`config.mk`:
```
export PLATFORM = sky130hd
export DESIGN_NAME = cwf_fill_unit
export DESIGN_NICKNAME = d
export VERILOG_FILES = /design/src/rtl/cwf_fill_pkg.sv /design/src/rtl/cwf_fill_ctrl.sv /design/src/rtl/cwf_fill_dp.sv /design/src/rtl/cwf_fill_unit.sv
export SDC_FILE = /design/constraint.sdc
export NUM_CORES = 1
export LEC_CHECK = 0
export ABC_AREA = 1
export ABC_CLOCK_PERIOD_IN_PS = 4400
export CAP_MARGIN = 10
export CORE_UTILIZATION = 37
export CTS_BUF_LIST = sky130_fd_sc_hd__clkbuf_16
export CTS_CLUSTER_SIZE = 8
export DETAILED_ROUTE_END_ITERATION = 16
export GPL_ROUTABILITY_DRIVEN = 0
export GPL_TIMING_DRIVEN = 0
export PLACE_DENSITY = 0.74
export SYNTH_ARGS = -nofsm -noshare
export SYNTH_HDL_FRONTEND = slang
export SYNTH_SLANG_ARGS = --single-unit
export TNS_END_PERCENT = 20
```
`constraint.sdc`:
```
create_clock -name clk -period 4.4 [get_ports clk]
set_input_delay 0.44 -clock clk [delete_from_list [all_inputs] [get_ports clk]]
set_output_delay 0.44 -clock clk [all_outputs]
set_load 0.02 [all_outputs]
```
`src/rtl/cwf_fill_pkg.sv`:
```
package cwf_fill_pkg;

  typedef enum logic {
    ST_IDLE = 1'b0,
    ST_FILL = 1'b1
  } fillState_t;

  // strobes handed from control to datapath each cycle
  typedef struct packed {
    logic start;     // miss accepted this cycle
    logic reqFire;   // request handshake completes
    logic rspFire;   // response beat consumed
    logic firstRsp;  // beat carrying the missed word
    logic lastRsp;   // beat completing the line
  } fillStrb_t;

endpackage

```
`src/rtl/cwf_fill_ctrl.sv`:
```
module cwf_fill_ctrl
  import cwf_fill_pkg::*;
#(
  parameter int LINE_WORDS = 8,
  localparam int IDX_W = $clog2(LINE_WORDS),
  localparam int CNT_W = IDX_W + 1
) (
  input  logic             clk,
  input  logic             rstN,
  input  logic             missValid,
  input  logic             memReqReady,
  input  logic             memRspValid,
  output logic             missReady,
  output logic             memReqValid,
  output logic             fillDone,
  output logic [CNT_W-1:0] reqCnt,
  output logic [CNT_W-1:0] rspCnt,
  output fillStrb_t        strb
);

  fillState_t state;

  always_comb begin
    missReady     = (state == ST_IDLE);
    memReqValid   = (state == ST_FILL) && (reqCnt < CNT_W'(LINE_WORDS));
    strb.start    = missValid && missReady;
    strb.reqFire  = memReqValid && memReqReady;
    strb.rspFire  = (state == ST_FILL) && memRspValid;
    strb.firstRsp = strb.rspFire && (rspCnt == '0);
    strb.lastRsp  = strb.rspFire && (rspCnt == CNT_W'(LINE_WORDS - 1));
  end

  always_ff @(posedge clk) begin
    if (!rstN) begin
      state    <= ST_IDLE;
      reqCnt   <= '0;
      rspCnt   <= '0;
      fillDone <= 1'b0;
    end else begin
      fillDone <= strb.lastRsp;
      if (strb.start) begin
        state  <= ST_FILL;
        reqCnt <= '0;
        rspCnt <= '0;
      end else begin
        if (strb.reqFire) reqCnt <= reqCnt + 1'b1;
        if (strb.rspFire) rspCnt <= rspCnt + 1'b1;
        if (strb.lastRsp) state <= ST_IDLE;
      end
    end
  end

endmodule

```
`src/rtl/cwf_fill_dp.sv`:
```
module cwf_fill_dp
  import cwf_fill_pkg::*;
#(
  parameter int ADDR_W     = 32,
  parameter int DATA_W     = 32,
  parameter int LINE_WORDS = 8,
  parameter int BYTE_OFF_W = 2,
  localparam int IDX_W = $clog2(LINE_WORDS),
  localparam int CNT_W = IDX_W + 1,
  localparam int TAG_W = ADDR_W - IDX_W - BYTE_OFF_W
) (
  input  logic                  clk,
  input  logic                  rstN,
  input  fillStrb_t             strb,
  input  logic [CNT_W-1:0]      reqCnt,
  input  logic [CNT_W-1:0]      rspCnt,
  input  logic [ADDR_W-1:0]     missAddr,
  input  logic [DATA_W-1:0]     memRspData,
  input  logic                  cpuRdValid,
  input  logic [ADDR_W-1:0]     cpuRdAddr,
  output logic [ADDR_W-1:0]     memReqAddr,
  output logic                  lineWrEn,
  output logic [IDX_W-1:0]      lineWrIdx,
  output logic [DATA_W-1:0]     lineWrData,
  output logic [LINE_WORDS-1:0] lineValid,
  output logic                  cpuDataValid,
  output logic [DATA_W-1:0]     cpuData,
  output logic                  cpuRdGrant,
  output logic                  cpuRdStall
);

  logic [TAG_W-1:0] lineTag;
  logic [IDX_W-1:0] critIdx;
  logic             haveLine;
  logic [IDX_W-1:0] reqIdx;
  logic [IDX_W-1:0] rspIdx;
  logic [IDX_W-1:0] rdIdx;
  logic             rdMatch;

  // wrapped order falls out of modulo arithmetic on the index width
  always_comb begin
    reqIdx     = critIdx + reqCnt[IDX_W-1:0];
    rspIdx     = critIdx + rspCnt[IDX_W-1:0];
    memReqAddr = {lineTag, reqIdx, {BYTE_OFF_W{1'b0}}};
    lineWrEn   = strb.rspFire;
    lineWrIdx  = rspIdx;
    lineWrData = memRspData;
    rdIdx      = cpuRdAddr[BYTE_OFF_W +: IDX_W];
    rdMatch    = cpuRdValid && haveLine &&
                 (cpuRdAddr[ADDR_W-1 -: TAG_W] == lineTag);
    cpuRdGrant = rdMatch && lineValid[rdIdx];
    cpuRdStall = rdMatch && !lineValid[rdIdx];
  end

  always_ff @(posedge clk) begin
    if (!rstN) begin
      lineTag      <= '0;
      critIdx      <= '0;
      haveLine     <= 1'b0;
      cpuDataValid <= 1'b0;
      cpuData      <= '0;
    end else begin
      cpuDataValid <= strb.firstRsp;
      if (strb.firstRsp) cpuData <= memRspData;
      if (strb.start) begin
        lineTag  <= missAddr[ADDR_W-1 -: TAG_W];
        critIdx  <= missAddr[BYTE_OFF_W +: IDX_W];
        haveLine <= 1'b1;
      end
    end
  end

  for (genvar w = 0; w < LINE_WORDS; w++) begin : g_valid
    always_ff @(posedge clk) begin
      if (!rstN) lineValid[w] <= 1'b0;
      else if (strb.start) lineValid[w] <= 1'b0;
      else if (strb.rspFire && (rspIdx == IDX_W'(w))) lineValid[w] <= 1'b1;
    end
  end

endmodule

```
`src/rtl/cwf_fill_unit.sv`:
```
module cwf_fill_unit
  import cwf_fill_pkg::*;
#(
  parameter int ADDR_W     = 32,
  parameter int DATA_W     = 32,
  parameter int LINE_WORDS = 8,
  parameter int BYTE_OFF_W = 2,
  localparam int IDX_W = $clog2(LINE_WORDS),
  localparam int CNT_W = IDX_W + 1
) (
  input  logic                  clk,
  input  logic                  rstN,
  input  logic                  missValid,
  input  logic [ADDR_W-1:0]     missAddr,
  output logic                  missReady,
  output logic                  memReqValid,
  input  logic                  memReqReady,
  output logic [ADDR_W-1:0]     memReqAddr,
  input  logic                  memRspValid,
  input  logic [DATA_W-1:0]     memRspData,
  output logic                  lineWrEn,
  output logic [IDX_W-1:0]      lineWrIdx,
  output logic [DATA_W-1:0]     lineWrData,
  output logic [LINE_WORDS-1:0] lineValid,
  output logic                  cpuDataValid,
  output logic [DATA_W-1:0]     cpuData,
  input  logic                  cpuRdValid,
  input  logic [ADDR_W-1:0]     cpuRdAddr,
  output logic                  cpuRdGrant,
  output logic                  cpuRdStall,
  output logic                  fillDone
);

  fillStrb_t        strb;
  logic [CNT_W-1:0] reqCnt;
  logic [CNT_W-1:0] rspCnt;

  cwf_fill_ctrl #(.LINE_WORDS(LINE_WORDS)) ctrl_i (
    .clk(clk), .rstN(rstN), .missValid(missValid),
    .memReqReady(memReqReady), .memRspValid(memRspValid),
    .missReady(missReady), .memReqValid(memReqValid), .fillDone(fillDone),
    .reqCnt(reqCnt), .rspCnt(rspCnt), .strb(strb)
  );

  cwf_fill_dp #(
    .ADDR_W(ADDR_W), .DATA_W(DATA_W),
    .LINE_WORDS(LINE_WORDS), .BYTE_OFF_W(BYTE_OFF_W)
  ) dp_i (
    .clk(clk), .rstN(rstN), .strb(strb), .reqCnt(reqCnt), .rspCnt(rspCnt),
    .missAddr(missAddr), .memRspData(memRspData),
    .cpuRdValid(cpuRdValid), .cpuRdAddr(cpuRdAddr),
    .memReqAddr(memReqAddr), .lineWrEn(lineWrEn), .lineWrIdx(lineWrIdx),
    .lineWrData(lineWrData), .lineValid(lineValid),
    .cpuDataValid(cpuDataValid), .cpuData(cpuData),
    .cpuRdGrant(cpuRdGrant), .cpuRdStall(cpuRdStall)
  );

endmodule

```
==> summary.md, run 1 <==
| Metric | Value |
|---|---|
| Status | finished clean |
| Multi-input logic area | 0.00167 sq mm |
| Post-route minimum period | 2.74 ns |
| Hold_buf cts | 0 |
| Leakage | 2.78 nW |
| Critical path's largest stage delay | 0.63 ns |
| Origin of the critical flop-to-flop path | ctrl_i.rspCnt[0]$_SDFFE_PP0P_ |
| Clock buffer count from CTS | 9 |
| Skew final | 0.00498 ns |
| Synth cell types | 29 |
| CP delay by family, top | buffers and inverters |
| Crit path from | cpuRdAddr[2] |
| Area grow syn2layout | 65.1% |
| Routed Antenna Nets | 0 |
| Synth warnings | 0 |
| Number of synthesized register bits | 82 |
| MaxCap Viol Count | 0 |
| First-pass GRT wire length | 19300 um |
| Congestion Overflow GR | 0 |
| Worst Tran Pin Value | 0.504 ns |
| Via count | 4173 |
| Wirelength per Cell | 12.9 um |
| Buf/Inv on CP | 3 |
| Antenna violations before repair | 0 |
| H-tree depth | 3 |
| Routed wire length | 11900 um |
| Die span in y | 105 um |
| Die X | 105 um |
| Setup TNS | 0 ns |
| Max clock buf depth | 2 |
| Register area share after synthesis | 41.5% |
| Setup crit start kind | input port |
| Core region area | 0.0103 sq mm |
| Post-CTS Setup Inserts | 0 |
| Num rows | 37 |
| Starting density of the core | 38.3% |
| Max Fclk | 0.366 GHz |
| Critical-path cell list | clkdlybuf4s50_1 > inv_1 > nand2_1 > nand3_1 > nand3_1 > o21ai_0 > nor3_1 > clkdlybuf4s50_1 |
| Cts repair resizes | 0 |
| Placed cells | 910 |
| Routed vias/inst | 4.51 |
| Initial DRC Count | 167 |
| I/O pin count | 216 |
| Cell Pwr Density | 328 mW/mm^2 |
| PortBufs | 208 |
| RSZ-0062 raised after global routing | false |
| Vias in the first global route | 4190 |
| Clk root buf | clkbuf_16 |
| Crit end category | output pin |
| TritonCTS Sinks | 82 |
| HP Class | in2reg |
| Residual DRC count | 0 |
| Worst vdd ir | 209 uV |
| Final period utilization | 62.2% |
| Worst EP required | 3.96 ns |
| Final #Nets | 894 |
| Final non-filler cell total | 926 |
| Clock Latency Late Sink | 0.33 ns |
| Die area | 0.0111 sq mm |
| Final setup fails | 0 |
| Largest net degree at the start of global routing | 15 |
| Post-synthesis cell count | 565 |
| Synthesized area per cell | 7.00 sq um |
| FF+latch area | 0.00164 sq mm |
| Critical path arrival | 2.30 ns |
| Slew Viols, Final | 0 |
| Share of layout cells above drive strength 1 | 9.37% |
| Total GRT Usage | 21.6% |
| TritonCTS clock tree | done |
| Filler cells | 923 |
| Clock transition at the registers of the reported paths | 0.07 ns |
| Final hold vios | 0 |
| Dpl hpwl | 9530 um |
| Post-Syn Area | 0.00396 sq mm |
| CP Class | in2out |
| Antenna diodes | 0 |
| Hold Path Origin | rstN |
| Crit Path Max Fanout | 5 |
| Slowest stage cell, crit path | clkdlybuf4s50_1 |
| Rel. slew slack | 66.4% |
| Drt first pass iters | 4 |
through the flow:
step | power, mW | area, sq um | hold slack (ns) | setup WS, ns | util [%]
2_1_floorplan | 1.10 | 3960 | 0.440 | 2.54 | -
3_3_place_gp | 1.35 | 6210 | 0.461 | 1.70 | 60.2
3_5_place_dp | 1.36 | 6210 | 0.473 | 1.67 | 60.2
4_1_cts | 2.16 | 6530 | 0.460 | 1.67 | 63.3
5_1_grt | 2.24 | 6530 | 0.469 | 1.48 | 63.3
6_report | 2.14 | 6530 | 0.460 | 1.66 | 63.3
synthesized netlist by cell type:
| cell type | n | area [sq um] |
|---|---|---|
| buf_2 | 2 | 10.0 |
| nand4_4 | 1 | 21.3 |
| nor3_2 | 1 | 10.0 |
| clkinv_2 | 2 | 10.0 |
| nand2_2 | 1 | 6.26 |
| nand2_4 | 2 | 22.5 |
| nor3_1 | 8 | 40.0 |
| or2_4 | 1 | 8.76 |
| nor2_1 | 113 | 424 |
| nand3_1 | 11 | 55.1 |
| buf_4 | 34 | 255 |
| clkbuf_1 | 10 | 37.5 |
| nor2_4 | 2 | 22.5 |
| xor2_1 | 2 | 17.5 |
| nand2_1 | 93 | 349 |
| nor4_1 | 1 | 6.26 |
| buf_6 | 4 | 45.0 |
| inv_2 | 4 | 15.0 |
| conb_1 | 1 | 3.75 |
| a21oi_1 | 33 | 165 |
| dfxtp_1 | 82 | 1640 |
| ha_1 | 5 | 62.6 |
| nor3b_1 | 1 | 7.51 |
| xnor2_1 | 3 | 26.3 |
| o21ai_0 | 72 | 360 |
| fa_1 | 2 | 40.0 |
| a211oi_2 | 1 | 12.5 |
| inv_1 | 69 | 259 |
| clkbuf_2 | 4 | 20.0 |
report_power, final:
group / switching, mW / total (mW) / internal [mW]
Clock: 0.299 / 0.795 / 0.496
Combinational: 0.256 / 0.522 / 0.266
Sequential: 0.0327 / 0.823 / 0.790
Total: 0.588 / 2.14 / 1.55
cell usage in the layout, fill, tap and decap left out, types with 2 or more instances in the layout:
cell type and count:
clkinv_4 2, inv_1 69, conb_1 2, clkdlybuf4s50_1 208, bufinv_16 2, inv_2 4
buf_4 34, o21ai_0 72, clkbuf_16 9, nor2_1 113, xor2_1 2, clkbuf_2 4
dfxtp_1 82, nand3_1 11, clkbuf_1 10, buf_2 2, clkinv_2 3, nor2_4 2
buf_6 4, nand2_4 2, ha_1 5, nand2_1 93, fa_1 2, nor3_1 8
xnor2_1 3, a21oi_1 33
worst paths after layout:
path	to	slack, ns	cells after the start
worst max-delay path	cpuRdGrant	1.66	8
worst min-delay path	dp_i.lineTag[1]$_SDFFE_PN0P_	0.46	3
worst max register to register	dp_i.lineValid[6]$_SDFFE_PP0P_	2.66	6
worst min register to register	dp_i.cpuData[23]$_SDFFE_PN0P_	0.48	2
kinds of logic (layout without fill, tap and decap cells):
logic type               after synthesis  after routing  share of synthesized area (%)
AND/OR/NAND/NOR                      235            235                           24.6
buffers and inverters                129            353                           16.5
AO/OA/AOI/OAI                        106            106                           13.6
flip-flops                            82             82                           41.5
adder cells (fa/ha/maj)                7              7                           2.59
XOR/XNOR                               5              5                           1.11
other                                  1              2                         0.0948
sequential cells by signal (all words and copies together), names as in the netlist:
| name | count |
|---|---|
| ctrl_i.reqCnt | 4 |
| dp_i.lineTag | 27 |
| ctrl_i.rspCnt | 4 |
| dp_i.haveLine | 1 |
| dp_i.cpuData | 32 |
| ctrl_i.fillDone | 1 |
| dp_i.critIdx | 3 |
| ctrl_i.state | 1 |
| dp_i.lineValid | 8 |
| dp_i.cpuDataValid | 1 |
worst min-delay path, cell delays in order:
cell     delay [ns]
buf_2          0.17
o21ai_0        0.09
a21oi_1        0.04
final cells by class:
| type | instances | area share [%] |
|---|---|---|
| plain buffers | 54 | 5.63 |
| clock buffers | 9 | 3.45 |
| clock inverters | 7 | 1.44 |
| inverters | 75 | 4.35 |
| multi-input cells | 355 | 25.5 |
| flip-flops and latches | 82 | 25.1 |
| well taps | 136 | 2.61 |
| repair buffers | 208 | 31.9 |
routing by layer:
metal | wire length (um) | track usage, % | vias to the layer above
li1 | - | - | 2162
met1 | 4860 | 24.1 | 1842
met2 | 5710 | 38.6 | 151
met3 | 1140 | 7.17 | 18
met4 | 229 | 6.94 | 0
met5 | 0 | 0 | -
(Power assumes the default switching activity.)
==> run 2: changes to the inputs <==
ABC_CLOCK_PERIOD_IN_PS = 2850   (was 4400)
clock period = 2.85 ns   (was 4.4 ns; I/O delays follow)
==> results of run 2 <==
The final DEF is identical to that of run 1. Status: finished clean.
Main changes from that run: setup slack after placement 1.67 ns -> 0.435 ns; setup slack after layout 1.66 ns -> 0.369 ns; hold slack 0.460 ns -> 0.305 ns; start point of the critical path cpuRdAddr[2] -> dp_i.critIdx[0]$_SDFFE_PN0P_; end point of the critical path cpuRdGrant -> memReqAddr[4]; register-to-register setup slack 2.66 ns -> 1.11 ns; total power 2.14 mW -> 3.30 mW; worst IR drop on VDD 209 uV -> 322 uV
